[config.mk]
export PLATFORM = sky130hd
export DESIGN_NAME = hostmem_port
export DESIGN_NICKNAME = d
export VERILOG_FILES = /design/src/rtl/hostmem_pkg.sv /design/src/rtl/hostmem_sync.sv /design/src/rtl/hostmem_addr.sv /design/src/rtl/hostmem_word.sv /design/src/rtl/hostmem_port.sv
export SDC_FILE = /design/constraint.sdc
export NUM_CORES = 1
export LEC_CHECK = 0
export CAP_MARGIN = 20
export CELL_PAD_IN_SITES_DETAIL_PLACEMENT = 1
export CELL_PAD_IN_SITES_GLOBAL_PLACEMENT = 2
export CORE_UTILIZATION = 35
export CTS_BUF_LIST = sky130_fd_sc_hd__clkbuf_16
export CTS_CLUSTER_DIAMETER = 100
export CTS_CLUSTER_SIZE = 40
export DETAILED_ROUTE_END_ITERATION = 10
export DONT_BUFFER_PORTS = 1
export PLACE_DENSITY = 0.79
export SETUP_SLACK_MARGIN = 0.15
export SYNTH_ARGS = -nofsm -noshare
export SYNTH_HDL_FRONTEND = slang
export SYNTH_SLANG_ARGS = --single-unit
[constraint.sdc]
create_clock -name clk -period 2.4 [get_ports clk]
set_input_delay 0.24 -clock clk [delete_from_list [all_inputs] [get_ports clk]]
set_output_delay 0.24 -clock clk [all_outputs]
set_load 0.03 [all_outputs]
[src/rtl/hostmem_pkg.sv]
package hostmem_pkg;
  // Index of each host strobe inside the synchronized strobe vector
  localparam int PIN_WR  = 0;
  localparam int PIN_RD  = 1;
  localparam int PIN_SEL = 2;
  localparam int PIN_AL  = 3;
  localparam int PIN_CNT = 4;

  typedef enum logic {KIND_DM = 1'b0, KIND_PM = 1'b1} mem_kind_e;
endpackage

[src/rtl/hostmem_sync.sv]
module hostmem_sync #(
  parameter int STAGES = 2
) (
  input  logic clk,
  input  logic rst_n,
  input  logic pin_n,
  output logic asserted
);
  logic [STAGES-1:0] shift_q;

  always_ff @(posedge clk) begin
    if (!rst_n) shift_q <= '0;
    else        shift_q <= {shift_q[STAGES-2:0], ~pin_n};
  end

  assign asserted = shift_q[STAGES-1];
endmodule

[src/rtl/hostmem_addr.sv]
module hostmem_addr #(
  parameter int ADDR_W = 14
) (
  input  logic              clk,
  input  logic              rst_n,
  input  logic              load,
  input  logic [ADDR_W-1:0] load_addr,
  input  logic              load_pm,
  input  logic              inc,
  output logic [ADDR_W-1:0] cur_addr,
  output logic              cur_pm
);
  import hostmem_pkg::*;

  mem_kind_e kind_q;
  logic [ADDR_W-1:0] addr_q;

  function automatic logic [ADDR_W-1:0] f_next_addr(input logic [ADDR_W-1:0] a);
    return ADDR_W'(a + 1'b1);
  endfunction

  always_ff @(posedge clk) begin
    if (!rst_n) begin
      addr_q <= '0;
      kind_q <= KIND_DM;
    end else if (load) begin
      addr_q <= load_addr;
      kind_q <= load_pm ? KIND_PM : KIND_DM;
    end else if (inc) begin
      addr_q <= f_next_addr(addr_q);
    end
  end

  assign cur_addr = addr_q;
  assign cur_pm   = (kind_q == KIND_PM);
endmodule

[src/rtl/hostmem_word.sv]
module hostmem_word #(
  parameter int BUS_W = 16,
  parameter int PM_W  = 24
) (
  input  logic             clk,
  input  logic             rst_n,
  input  logic             start,
  input  logic             clr,
  input  logic             is_pm,
  input  logic             is_wr,
  input  logic [BUS_W-1:0] bus_in,
  input  logic [PM_W-1:0]  mem_rdata,
  output logic             phase,
  output logic [BUS_W-1:0] hold_hi,
  output logic [BUS_W-1:0] rd_q
);
  localparam int LOW_W = PM_W - BUS_W;

  logic [LOW_W-1:0] hold_lo;

  always_ff @(posedge clk) begin
    if (!rst_n) begin
      phase   <= 1'b0;
      hold_hi <= '0;
      hold_lo <= '0;
      rd_q    <= '0;
    end else begin
      if (clr)               phase <= 1'b0;
      else if (start && is_pm) phase <= ~phase;

      if (start) begin
        if (is_wr) begin
          if (is_pm && !phase) hold_hi <= bus_in;
        end else if (is_pm) begin
          if (!phase) begin
            rd_q    <= mem_rdata[PM_W-1:LOW_W];
            hold_lo <= mem_rdata[LOW_W-1:0];
          end else begin
            rd_q <= {{(BUS_W-LOW_W){1'b0}}, hold_lo};
          end
        end else begin
          rd_q <= mem_rdata[BUS_W-1:0];
        end
      end
    end
  end
endmodule

[src/rtl/hostmem_port.sv]
module hostmem_port #(
  parameter int          ADDR_W      = 14,
  parameter int          BUS_W       = 16,
  parameter int          PM_W        = 24,
  parameter int          SYNC_STAGES = 2,
  parameter int unsigned CTRL_BASE   = 32'h3FE0
) (
  input  logic              clk,
  input  logic              rst_n,
  input  logic [BUS_W-1:0]  hbus_in,
  output logic [BUS_W-1:0]  hbus_rd,
  input  logic              al_n,
  input  logic              sel_n,
  input  logic              rd_n,
  input  logic              wr_n,
  output logic              ack,
  output logic              mem_req,
  output logic              mem_we,
  output logic              mem_pm,
  output logic [ADDR_W-1:0] mem_addr,
  output logic [PM_W-1:0]   mem_wdata,
  input  logic [PM_W-1:0]   mem_rdata
);
  import hostmem_pkg::*;

  localparam int LOW_W    = PM_W - BUS_W;
  localparam int KIND_BIT = ADDR_W;

  function automatic logic f_is_ctrl(input logic [ADDR_W-1:0] a);
    return 32'(a) >= CTRL_BASE;
  endfunction

  function automatic logic [PM_W-1:0] f_pm_join(input logic [BUS_W-1:0] hi,
                                                 input logic [BUS_W-1:0] lo);
    return {hi, lo[LOW_W-1:0]};
  endfunction

  // Synchronized strobes
  logic [PIN_CNT-1:0] pins_n, lvl;
  assign pins_n[PIN_WR]  = wr_n;
  assign pins_n[PIN_RD]  = rd_n;
  assign pins_n[PIN_SEL] = sel_n;
  assign pins_n[PIN_AL]  = al_n;

  for (genvar g = 0; g < PIN_CNT; g++) begin : g_sync
    hostmem_sync #(.STAGES(SYNC_STAGES)) u_sync (
      .clk(clk), .rst_n(rst_n), .pin_n(pins_n[g]), .asserted(lvl[g])
    );
  end

  // Named internal events
  logic act_lvl, act_d, al_d, done_q, raw_act;
  logic access_start, latch_take, addr_inc, need_mem, is_wr, phase;
  logic [ADDR_W-1:0] cur_addr;
  logic              cur_pm;
  logic [BUS_W-1:0]  hold_hi;

  assign act_lvl      = lvl[PIN_SEL] & (lvl[PIN_RD] | lvl[PIN_WR]);
  assign raw_act      = ~sel_n & (~rd_n | ~wr_n);
  assign access_start = act_lvl & ~act_d;
  assign is_wr        = lvl[PIN_WR];
  assign ack          = done_q | ~(raw_act | act_lvl);
  assign latch_take   = lvl[PIN_AL] & ~al_d & ack & ~act_lvl;

  always_ff @(posedge clk) begin
    if (!rst_n) begin
      act_d  <= 1'b0;
      al_d   <= 1'b0;
      done_q <= 1'b0;
    end else begin
      act_d <= act_lvl;
      al_d  <= lvl[PIN_AL];
      if (!act_lvl)         done_q <= 1'b0;
      else if (access_start) done_q <= 1'b1;
    end
  end

  always_comb begin
    if (cur_pm) need_mem = is_wr ? phase : ~phase;
    else        need_mem = is_wr ? ~f_is_ctrl(cur_addr) : 1'b1;
  end

  assign addr_inc = access_start & (~cur_pm | phase);

  hostmem_addr #(.ADDR_W(ADDR_W)) u_addr (
    .clk(clk), .rst_n(rst_n),
    .load(latch_take), .load_addr(hbus_in[ADDR_W-1:0]), .load_pm(hbus_in[KIND_BIT]),
    .inc(addr_inc), .cur_addr(cur_addr), .cur_pm(cur_pm)
  );

  hostmem_word #(.BUS_W(BUS_W), .PM_W(PM_W)) u_word (
    .clk(clk), .rst_n(rst_n), .start(access_start), .clr(latch_take),
    .is_pm(cur_pm), .is_wr(is_wr), .bus_in(hbus_in), .mem_rdata(mem_rdata),
    .phase(phase), .hold_hi(hold_hi), .rd_q(hbus_rd)
  );

  assign mem_req   = access_start & need_mem;
  assign mem_we    = is_wr;
  assign mem_pm    = cur_pm;
  assign mem_addr  = cur_addr;
  assign mem_wdata = cur_pm ? f_pm_join(hold_hi, hbus_in)
                            : {{(PM_W-BUS_W){1'b0}}, hbus_in};
endmodule

==> results.yml, run 1 <==
clocking:
  htreeDepth: 3
  postCtsSetupRepairBufs: 0
  cts-hold-fix-buffers: 4
  insertion_delay_ns: 0.32
  numCtsBuffers: 9
  clk_pin_slew_ns: 0.06
  clock_path_buffers: 2
  cts_tree: "built"
  clockRootBuffer: "clkbuf_16"
  cts.sinks: 67
  cts_resized: 0
logic_synthesis:
  synth_edf_count: 0
  yosys_warnings: 0
  synthCells: 381
  avgSynthCellArea_sq_um: 8.28
  yosysSeqAreaShare_pct: 42.5
  ys_seq_elements: 67
  synth_ff_type: "dfxtp_1"
  ys_types: 51
  mappedNetlistArea_sq_um: 3150
  async_reset_ff_share_pct: 0
  synth.net_count: 429
sta:
  hold_viol_final: 0
  finalCritPeriodShare_pct: 86.1
  skew_ns: 0.00856
  worstMarginPinSlew_ns: 0.684
  final.setup.tns_ns: 0
  min_period_ns: 2.07
  setup_viol: 0
  max_clock_freq_ghz: 0.484
  rsz0062_at_grt: "no"
  maxSlewHeadroom_pct: 54.3
  whs_ns: 0.0372
  final_max_slew_viol_count: 0
finish:
  final_common_cell: "nand2_1"
  syn_to_final_growth_pct: 15.5
  fin_nets: 428
  final_cell_mix: "76 x nand2_1, 67 x dfxtp_1, 36 x a21oi_1, 19 x buf_4"
  antenna_cells: 0
  drive_gt1_share_pct: 13.5
placed_design:
  dp.final_hpwl_mm: 6.36
  port-buffer-count: 0
  place_congestion: 0.737
power_and_ir_drop:
  power_density_nw_per_um2: 765
  p_leak_uw: 0.00116
  ir_worst_vdd_uv: 327
setup_path:
  arrival_ns: 1.83
  critPathLaunchType: "register"
  crit_type: "register to output pin"
  required_ns: 2.16
  end_kind: "output pin"
  r2r_cells: 4
  crit_fanout: 35
global_routing:
  grt_max_degree: 59
  antenna_found_initial: 0
  grt_pass1_wl_mm: 14.9
  grt_overflow: 0
  grt_pass1_vias: 2777
  track_usage_pct: 20.0
route:
  met2WireLength_mm: 4.62
  drt-initial-drc-count: 59
  via_per_inst: 5.58
  drt-pass1-iter-count: 4
  remaining_drc_errors: 0
  via_count: 2752
  wl_met1_mm: 3.77
  wirelength_mm: 9.12
  routedWlPerCell_um: 18.5
  postRouteAntennaNets: 0
  routed-wl-met3_um: 678
  routed.top_layer: "met4"
die:
  core-area_sq_um: 8720
  start_util_pct: 36.2
  rows: 34
  die_area_sq_um: 9400
  die_x_um: 96.9
  dieHeight_um: 96.9
  pin_count: 104
outcome:
  status: "complete, no violations"
run:
  max-cap-violations: 0
hold_path:
  hold_path_class: "input pin to register"
  hold_depth: 1
-- per-stage QoR --
step	util (%)	cell area, sq um	cells	total power (uW)	setup slack (ns)
2_1_floorplan	-	3150	381	1310	0.435
4_1_cts	41.8	3640	493	2810	0.272
3_5_place_dp	37.5	3270	473	1320	0.523
6_report	41.8	3640	493	2790	0.334
5_1_grt	41.8	3640	493	2880	0.160
3_3_place_gp	37.5	3270	473	1320	0.559
-- state kept, by name (all words and copies together) (netlist names) --
register	cells
act_d	1
al_d	1
done_q	1
g_sync.u_sync.shift_q	8
u_addr.cur_addr	14
u_addr.cur_pm	1
u_word.hold_hi	16
u_word.hold_lo	8
u_word.phase	1
u_word.rd_q	16
-- power breakdown --
| group | internal, uW | switching, uW |
|---|---|---|
| registers | 1130 | 23.7 |
| logic | 50.6 | 99.0 |
| clock network | 1000 | 481 |
| total | 2180 | 603 |
-- cell usage after synthesis (2+ instances only) --
| cell type | instances | area [sq um] |
|---|---|---|
| a22oi_1 | 4 | 30.0 |
| dfxtp_1 | 67 | 1340 |
| or3_1 | 2 | 12.5 |
| a31oi_1 | 5 | 31.3 |
| clkbuf_1 | 19 | 71.3 |
| nand3_1 | 17 | 85.1 |
| buf_2 | 4 | 20.0 |
| a221oi_1 | 9 | 78.8 |
| nor2_1 | 17 | 63.8 |
| or4_1 | 3 | 22.5 |
| nor3_2 | 2 | 20.0 |
| ha_1 | 2 | 25.0 |
| o21ai_0 | 2 | 10.0 |
| a21oi_1 | 36 | 180 |
| mux2i_1 | 12 | 120 |
| nor3_1 | 10 | 50.1 |
| a32oi_1 | 2 | 17.5 |
| nand2_1 | 76 | 285 |
| nand4_1 | 2 | 12.5 |
| buf_4 | 9 | 67.6 |
| inv_1 | 9 | 33.8 |
| o22ai_1 | 5 | 31.3 |
| and2_1 | 14 | 87.6 |
| nand2b_1 | 2 | 12.5 |
| o311ai_0 | 2 | 17.5 |
| o32ai_1 | 2 | 17.5 |
| xnor2_1 | 3 | 26.3 |
| buf_1 | 2 | 7.51 |
| nor4_1 | 2 | 12.5 |
| o2bb2ai_1 | 2 | 17.5 |
| o211ai_1 | 8 | 60.1 |
| mux2_2 | 11 | 124 |
-- worst paths after layout --
path                                from                          end  slack (ns)
max                        u_addr.cur_pm                      mem_req        0.33
max reg2reg  g_sync[0].u_sync.shift_q[1]          u_addr.cur_addr[10]        0.49
min                                rst_n           u_addr.cur_addr[7]        0.04
min reg2reg  g_sync[1].u_sync.shift_q[0]  g_sync[1].u_sync.shift_q[1]        0.43
-- worst max-delay path, cell delays in order (launching register included) --
cell and delay (ns):
dfxtp_1 0.32, buf_4 0.38, inv_1 0.29, o21ai_0 0.24
a41oi_1 0.06, buf_4 0.20
-- metal layers --
layer	GRT usage (%)	up-vias
li1	-	1336
met1	21.9	1337
met2	35.5	75
met3	8.45	4
met4	4.48	0
met5	0	-
-- area by class of cell --
type	count	area [sq um]
inverter	9	33.8
clock buffer	9	225
sequential	67	1340
multi-input combinational	270	1620
fill	1026	5080
tap	108	135
timing repair buffer	23	183
clock inverter	7	108
-- cell families (layout without fill, tap and decap cells) --
family,Yosys count,in the layout,share of synthesized area [%]
and+or+nand+nor,157,157,23.8
AOI/OAI and AO/OA,85,85,17.7
muxes,23,23,7.74
xor gates and xnor gates,3,3,0.833
adders and majority gates,2,2,0.793
DFF,67,67,42.5
buffers and inverters,44,48,6.70
No activity file was read; power rests on OpenSTA's default activity.
==> run 2, diff against run 1 <==
- RECOVER_POWER: unset -> 25
- clock period: 2.4 -> 2.3 ns (I/O delays scaled with it)
==> results.yml, run 2 (synthesis results as in run 1) <==
setup_path:
  required_ns: 2.07
  end_kind: "output pin"
  crit_fanout: 7
  crit_family: "flip-flops"
  critPathSlowestCell: "dfxtp_1"
  crit_chain: "nand4_1 -> nor2_1 -> a41oi_1 -> buf_4"
  crit_type: "register to output pin"
  arrival_ns: 1.80
  worstPathBufferInverterCount: 1
  critPathLaunchType: "register"
  max_stage_delay_ns: 0.62
die:
  start_util_pct: 36.2
  pin_count: 104
  rows: 34
  die_x_um: 96.9
  die_area_sq_um: 9400
  dieHeight_um: 96.9
  core-area_sq_um: 8720
placed_design:
  port-buffer-count: 0
  dpl.cell_count: 474
  dp.final_hpwl_mm: 6.44
  place_congestion: 0.741
global_routing:
  met1_usage_pct: 22.5
  grt_pass1_vias: 2852
  globalRouteMet3Util_pct: 6.72
  grt_max_degree: 59
  track_usage_pct: 19.8
  grt_overflow: 0
  grt.busiest_layer: "met2"
  met2_usage_pct: 34.6
  grt_pass1_wl_mm: 14.8
  antenna_found_initial: 0
route:
  postRouteAntennaNets: 0
  routedWlPerCell_um: 18.4
  wirelength_mm: 9.10
  via_count: 2747
  drt-initial-drc-count: 77
  via_per_inst: 5.56
  drt-pass1-iter-count: 5
  remaining_drc_errors: 0
sta:
  maxSlewHeadroom_pct: 16.5
  rsz0062_at_grt: "no"
  min_period_ns: 2.03
  final_max_slew_viol_count: 0
  setup_viol: 0
  hold_viol_final: 0
  worstMarginPinSlew_ns: 1.25
  max_clock_freq_ghz: 0.492
  skew_ns: 0.00660
  final.setup.tns_ns: 0
  finalCritPeriodShare_pct: 88.4
finish:
  antenna_cells: 0
  filler_cell_count: 1038
  fin_nets: 429
  final_common_cell: "nand2_1"
  final_cell_mix: "76 x nand2_1, 67 x dfxtp_1, 36 x a21oi_1, 18 x buf_4"
  syn_to_final_growth_pct: 15.7
  stdcell_count: 494
  drive_gt1_share_pct: 13.5
  final_core_util_pct: 41.9
hold_path:
  hold_path_class: "input pin to register"
power_and_ir_drop:
  p_leak_uw: 0.00116
  internal-power_uw: 2280
  p_sw_uw: 614
  seqPwrFrac_pct: 41.7
  combinationalPowerShare_pct: 5.3
  sw_frac_of_total_pct: 21.2
  power_density_nw_per_um2: 792
  pwr-share-clk_pct: 53.0
  ir_worst_vdd_uv: 336
run:
  max-cap-violations: 0
clocking:
  postCtsSetupRepairBufs: 0
  htreeDepth: 3
  clockRootBuffer: "clkbuf_16"
  clk_pin_slew_ns: 0.06
  cts_tree: "built"
  clock_path_buffers: 2
  insertion_delay_ns: 0.32
  numCtsBuffers: 9
  cts.sinks: 67
outcome:
  status: "complete, no violations"
[run 2: metal layers]
| layer | part of all wire, % | wire length [um] | vias up |
|---|---|---|---|
| met5 | 0 | 0 | - |
| met3 | 7.5 | 679 | 10 |
| met4 | 1.2 | 108 | 0 |
| met2 | 50 | 4590 | 74 |
| li1 | - | - | 1337 |
| met1 | 41 | 3730 | 1326 |
[run 2: worst reg2reg max path, stage by stage (launching register included)]
cell     delay, ns
dfxtp_1       0.54
nor2_2        0.11
or3_4         0.48
or4_1         0.54
a31oi_1       0.16
[run 2: per-stage QoR]
| stage | hold slack [ns] | cell area, sq um | worst slack, ns | power [uW] |
|---|---|---|---|---|
| 2_1_floorplan | 0.297 | 3150 | 0.335 | 1370 |
| 3_3_place_gp | 0.299 | 3280 | 0.460 | 1380 |
| 3_5_place_dp | 0.299 | 3280 | 0.399 | 1380 |
| 4_1_cts | 0.0108 | 3650 | 0.187 | 2930 |
| 5_1_grt | 0.0167 | 3650 | 0.152 | 3000 |
| 6_report | 0.0221 | 3650 | 0.267 | 2890 |
[run 2: final timing paths]
check        depth (start not counted)                     endpoint  slack, ns                   startpoint
min                                  1           u_addr.cur_addr[7]       0.02                        rst_n
min reg2reg                          1  g_sync[1].u_sync.shift_q[1]       0.43  g_sync[1].u_sync.shift_q[0]
max                                  4                      mem_req       0.27           u_addr.cur_addr[8]
max reg2reg                          4           u_addr.cur_addr[8]       0.38  g_sync[0].u_sync.shift_q[1]
[run 2: power by group through the flow]
| stage | sequential (uW) | combinational, uW | clock, uW |
|---|---|---|---|
| finish | 1210 | 154 | 1530 |
| global route | 1210 | 168 | 1620 |
| CTS | 1210 | 156 | 1570 |
| detailed placement | 1230 | 150 | 0 |
| global placement | 1230 | 148 | 0 |
| floorplan | 1240 | 133 | 0 |
[run 2: timing repair]
item                       4_1_cts  5_1_grt
resized for setup                0        1
setup endpoints to repair        0        1
hold buffers                     4        0
hold endpoints to repair         4        0
[run 2: layout make-up]
class                      count  area [sq um]  share of cell area [%]
sequential                    67          1340                    36.8
tap                          108           135                    3.70
timing repair buffer          24           191                    5.25
clock buffer                   9           225                    6.17
clock inverter                 7           106                    2.91
multi-input combinational    270          1620                    44.3
inverter                       9          33.8                   0.926
==> run 3, diff against run 2 <==
- ABC_AREA: unset -> 1
- CORE_UTILIZATION: 35 -> 33
==> results.yml, run 3 <==
placed_design:
  dpl.cell_count: 607
  port-buffer-count: 0
  dp.final_hpwl_mm: 7.45
  place_congestion: 0.745
  pre_cts_slack_ns: 0.500
  place_area_sq_um: 3440
logic_synthesis:
  synthCells: 487
  mappedNetlistArea_sq_um: 3330
  synth.net_count: 535
  synth_edf_count: 0
  yosysMostFrequentCell: "nand2_1"
  synthTopCellsByArea: "dfxtp_1 40%, nand2_1 13%, nand3_1 9.6%"
  async_reset_ff_share_pct: 0
  synth_top_cell_by_area: "dfxtp_1"
  ys_types: 33
  avgSynthCellArea_sq_um: 6.83
  yosysSeqAreaShare_pct: 40.3
  ys_seq_elements: 67
  synth_ff_type: "dfxtp_1"
  netlist.area_leader.share_pct: 40.3
  yosys_warnings: 0
  ys_top_cells_by_count: "112 x nand2_1, 67 x dfxtp_1, 64 x nand3_1"
route:
  routedWlPerCell_um: 16.9
  drt-initial-drc-count: 81
  via_count: 3176
  postRouteAntennaNets: 0
  remaining_drc_errors: 0
  via_per_inst: 5.05
  wirelength_mm: 10.6
  drt-pass1-iter-count: 4
sta:
  setup_ws_ns: 0.306
  finalCritPeriodShare_pct: 86.7
  setup_viol: 0
  skew_ns: 0.00742
  min_period_ns: 1.99
  hold_viol_final: 0
  max_clock_freq_ghz: 0.502
  maxSlewHeadroom_pct: 61.6
  final.setup.tns_ns: 0
  final_max_slew_viol_count: 0
  worstMarginPinSlew_ns: 0.576
  rsz0062_at_grt: "no"
clocking:
  cts.sinks: 67
  clk_pin_slew_ns: 0.05
  postCtsSetupRepairBufs: 0
  clock_path_buffers: 2
  numCtsBuffers: 9
  clockRootBuffer: "clkbuf_16"
  insertion_delay_ns: 0.33
  htreeDepth: 3
  cts_tree: "built"
finish:
  syn_to_final_growth_pct: 13.7
  final_common_cell: "nand2_1"
  antenna_cells: 0
  drive_gt1_share_pct: 10.5
  stdcell_count: 629
  final_area_sq_um: 3780
  fin_nets: 539
  final_cell_mix: "112 x nand2_1, 66 x dfxtp_1, 64 x nand3_1, 54 x nor2_1, 47 x inv_1"
hold_path:
  hold_depth: 2
  hold_path_class: "input pin to register"
die:
  pin_count: 104
  core-area_sq_um: 9770
  dieHeight_um: 102
  die_x_um: 102
  start_util_pct: 34.0
  die_area_sq_um: 10500
  rows: 36
power_and_ir_drop:
  p_leak_uw: 0.00158
  power_density_nw_per_um2: 732
  ir_worst_vdd_uv: 323
setup_path:
  critPathLaunchType: "register"
  crit_fanout: 6
  required_ns: 2.07
  r2r_cells: 9
  crit_type: "register to output pin"
  end_kind: "output pin"
  arrival_ns: 1.76
global_routing:
  antenna_found_initial: 0
  grt_pass1_vias: 3159
  grt_max_degree: 32
  grt_pass1_wl_mm: 16.2
  grt_overflow: 0
  track_usage_pct: 20.9
outcome:
  status: "complete, no violations"
run:
  max-cap-violations: 0
[run 3: cell count changes in the layout (fill, tap and decap cells not counted), moves of 12 or more]
cell,previous run,this run
a21oi_1,36,20
inv_1,8,47
mux2i_1,12,0
nand2_1,76,112
nand3_1,17,64
nor2_1,17,54
o21ai_0,2,32
o21ai_1,0,12
[run 3: kinds of logic after synthesis]
group / synth area share (%)
compound gates: 13.4
flops: 40.3
simple gates: 32.9
buf+inv: 11.9
fa+ha+maj: 0.752
xor+xnor: 0.790
[run 3: worst paths after layout]
path | startpoint | endpoint | slack (ns)
max | g_sync[0].u_sync.shift_q[1] | mem_req | 0.31
min | rst_n | u_addr.cur_addr[11] | 0.006
max reg2reg | u_addr.cur_addr[4] | u_addr.cur_addr[8] | 0.44
min reg2reg | g_sync[3].u_sync.shift_q[0] | g_sync[3].u_sync.shift_q[1] | 0.42
[run 3: layout make-up]
class / count / area (sq um)
clock buffers: 9 / 225
well taps: 133 / 166
clock inverters: 7 / 68.8
inverters: 54 / 208
flip-flops and latches: 67 / 1340
fillers: 1293 / 5990
repair buffers: 24 / 180
multi-input cells: 335 / 1590
[run 3: timing repair]
item / CTS / global route
endpoints found under the hold margin: 10 / 1
gates resized for setup: 0 / 1
endpoints found under the setup margin: 0 / 1
hold buffers: 5 / 1
[run 3: power by group]
part	switching, uW	leakage, uW	internal [uW]
registers	28.3	0.000543	1180
clock network	535	0.000143	835
logic	133	0.000898	55.1
total	696	0.00158	2070
[run 3: worst max-delay path, cell delays in order, from the launching register on]
cell	delay, ns
dfxtp_1	0.53
nor2_2	0.08
nor2_4	0.15
nand2_4	0.11
a311oi_1	0.34
buf_4	0.23
[run 3: through the flow]
| stage | power, uW | utilization, % | hold slack (ns) |
|---|---|---|---|
| floorplan | 1400 | - | 0.302 |
| global placement | 1410 | 35.2 | 0.304 |
| detailed placement | 1420 | 35.2 | 0.305 |
| CTS | 2810 | 38.7 | 0.000133 |
| global route | 2880 | 38.7 | 0.00253 |
| finish | 2770 | 38.7 | 0.00597 |
[run 3: routing by layer]
| metal | up-vias | wire [um] | global-route usage, % |
|---|---|---|---|
| met5 | - | 0 | 0 |
| li1 | 1568 | - | - |
| met3 | 6 | 759 | 7.18 |
| met2 | 83 | 5340 | 37.0 |
| met4 | 0 | 78 | 5.60 |
| met1 | 1519 | 4440 | 23.7 |
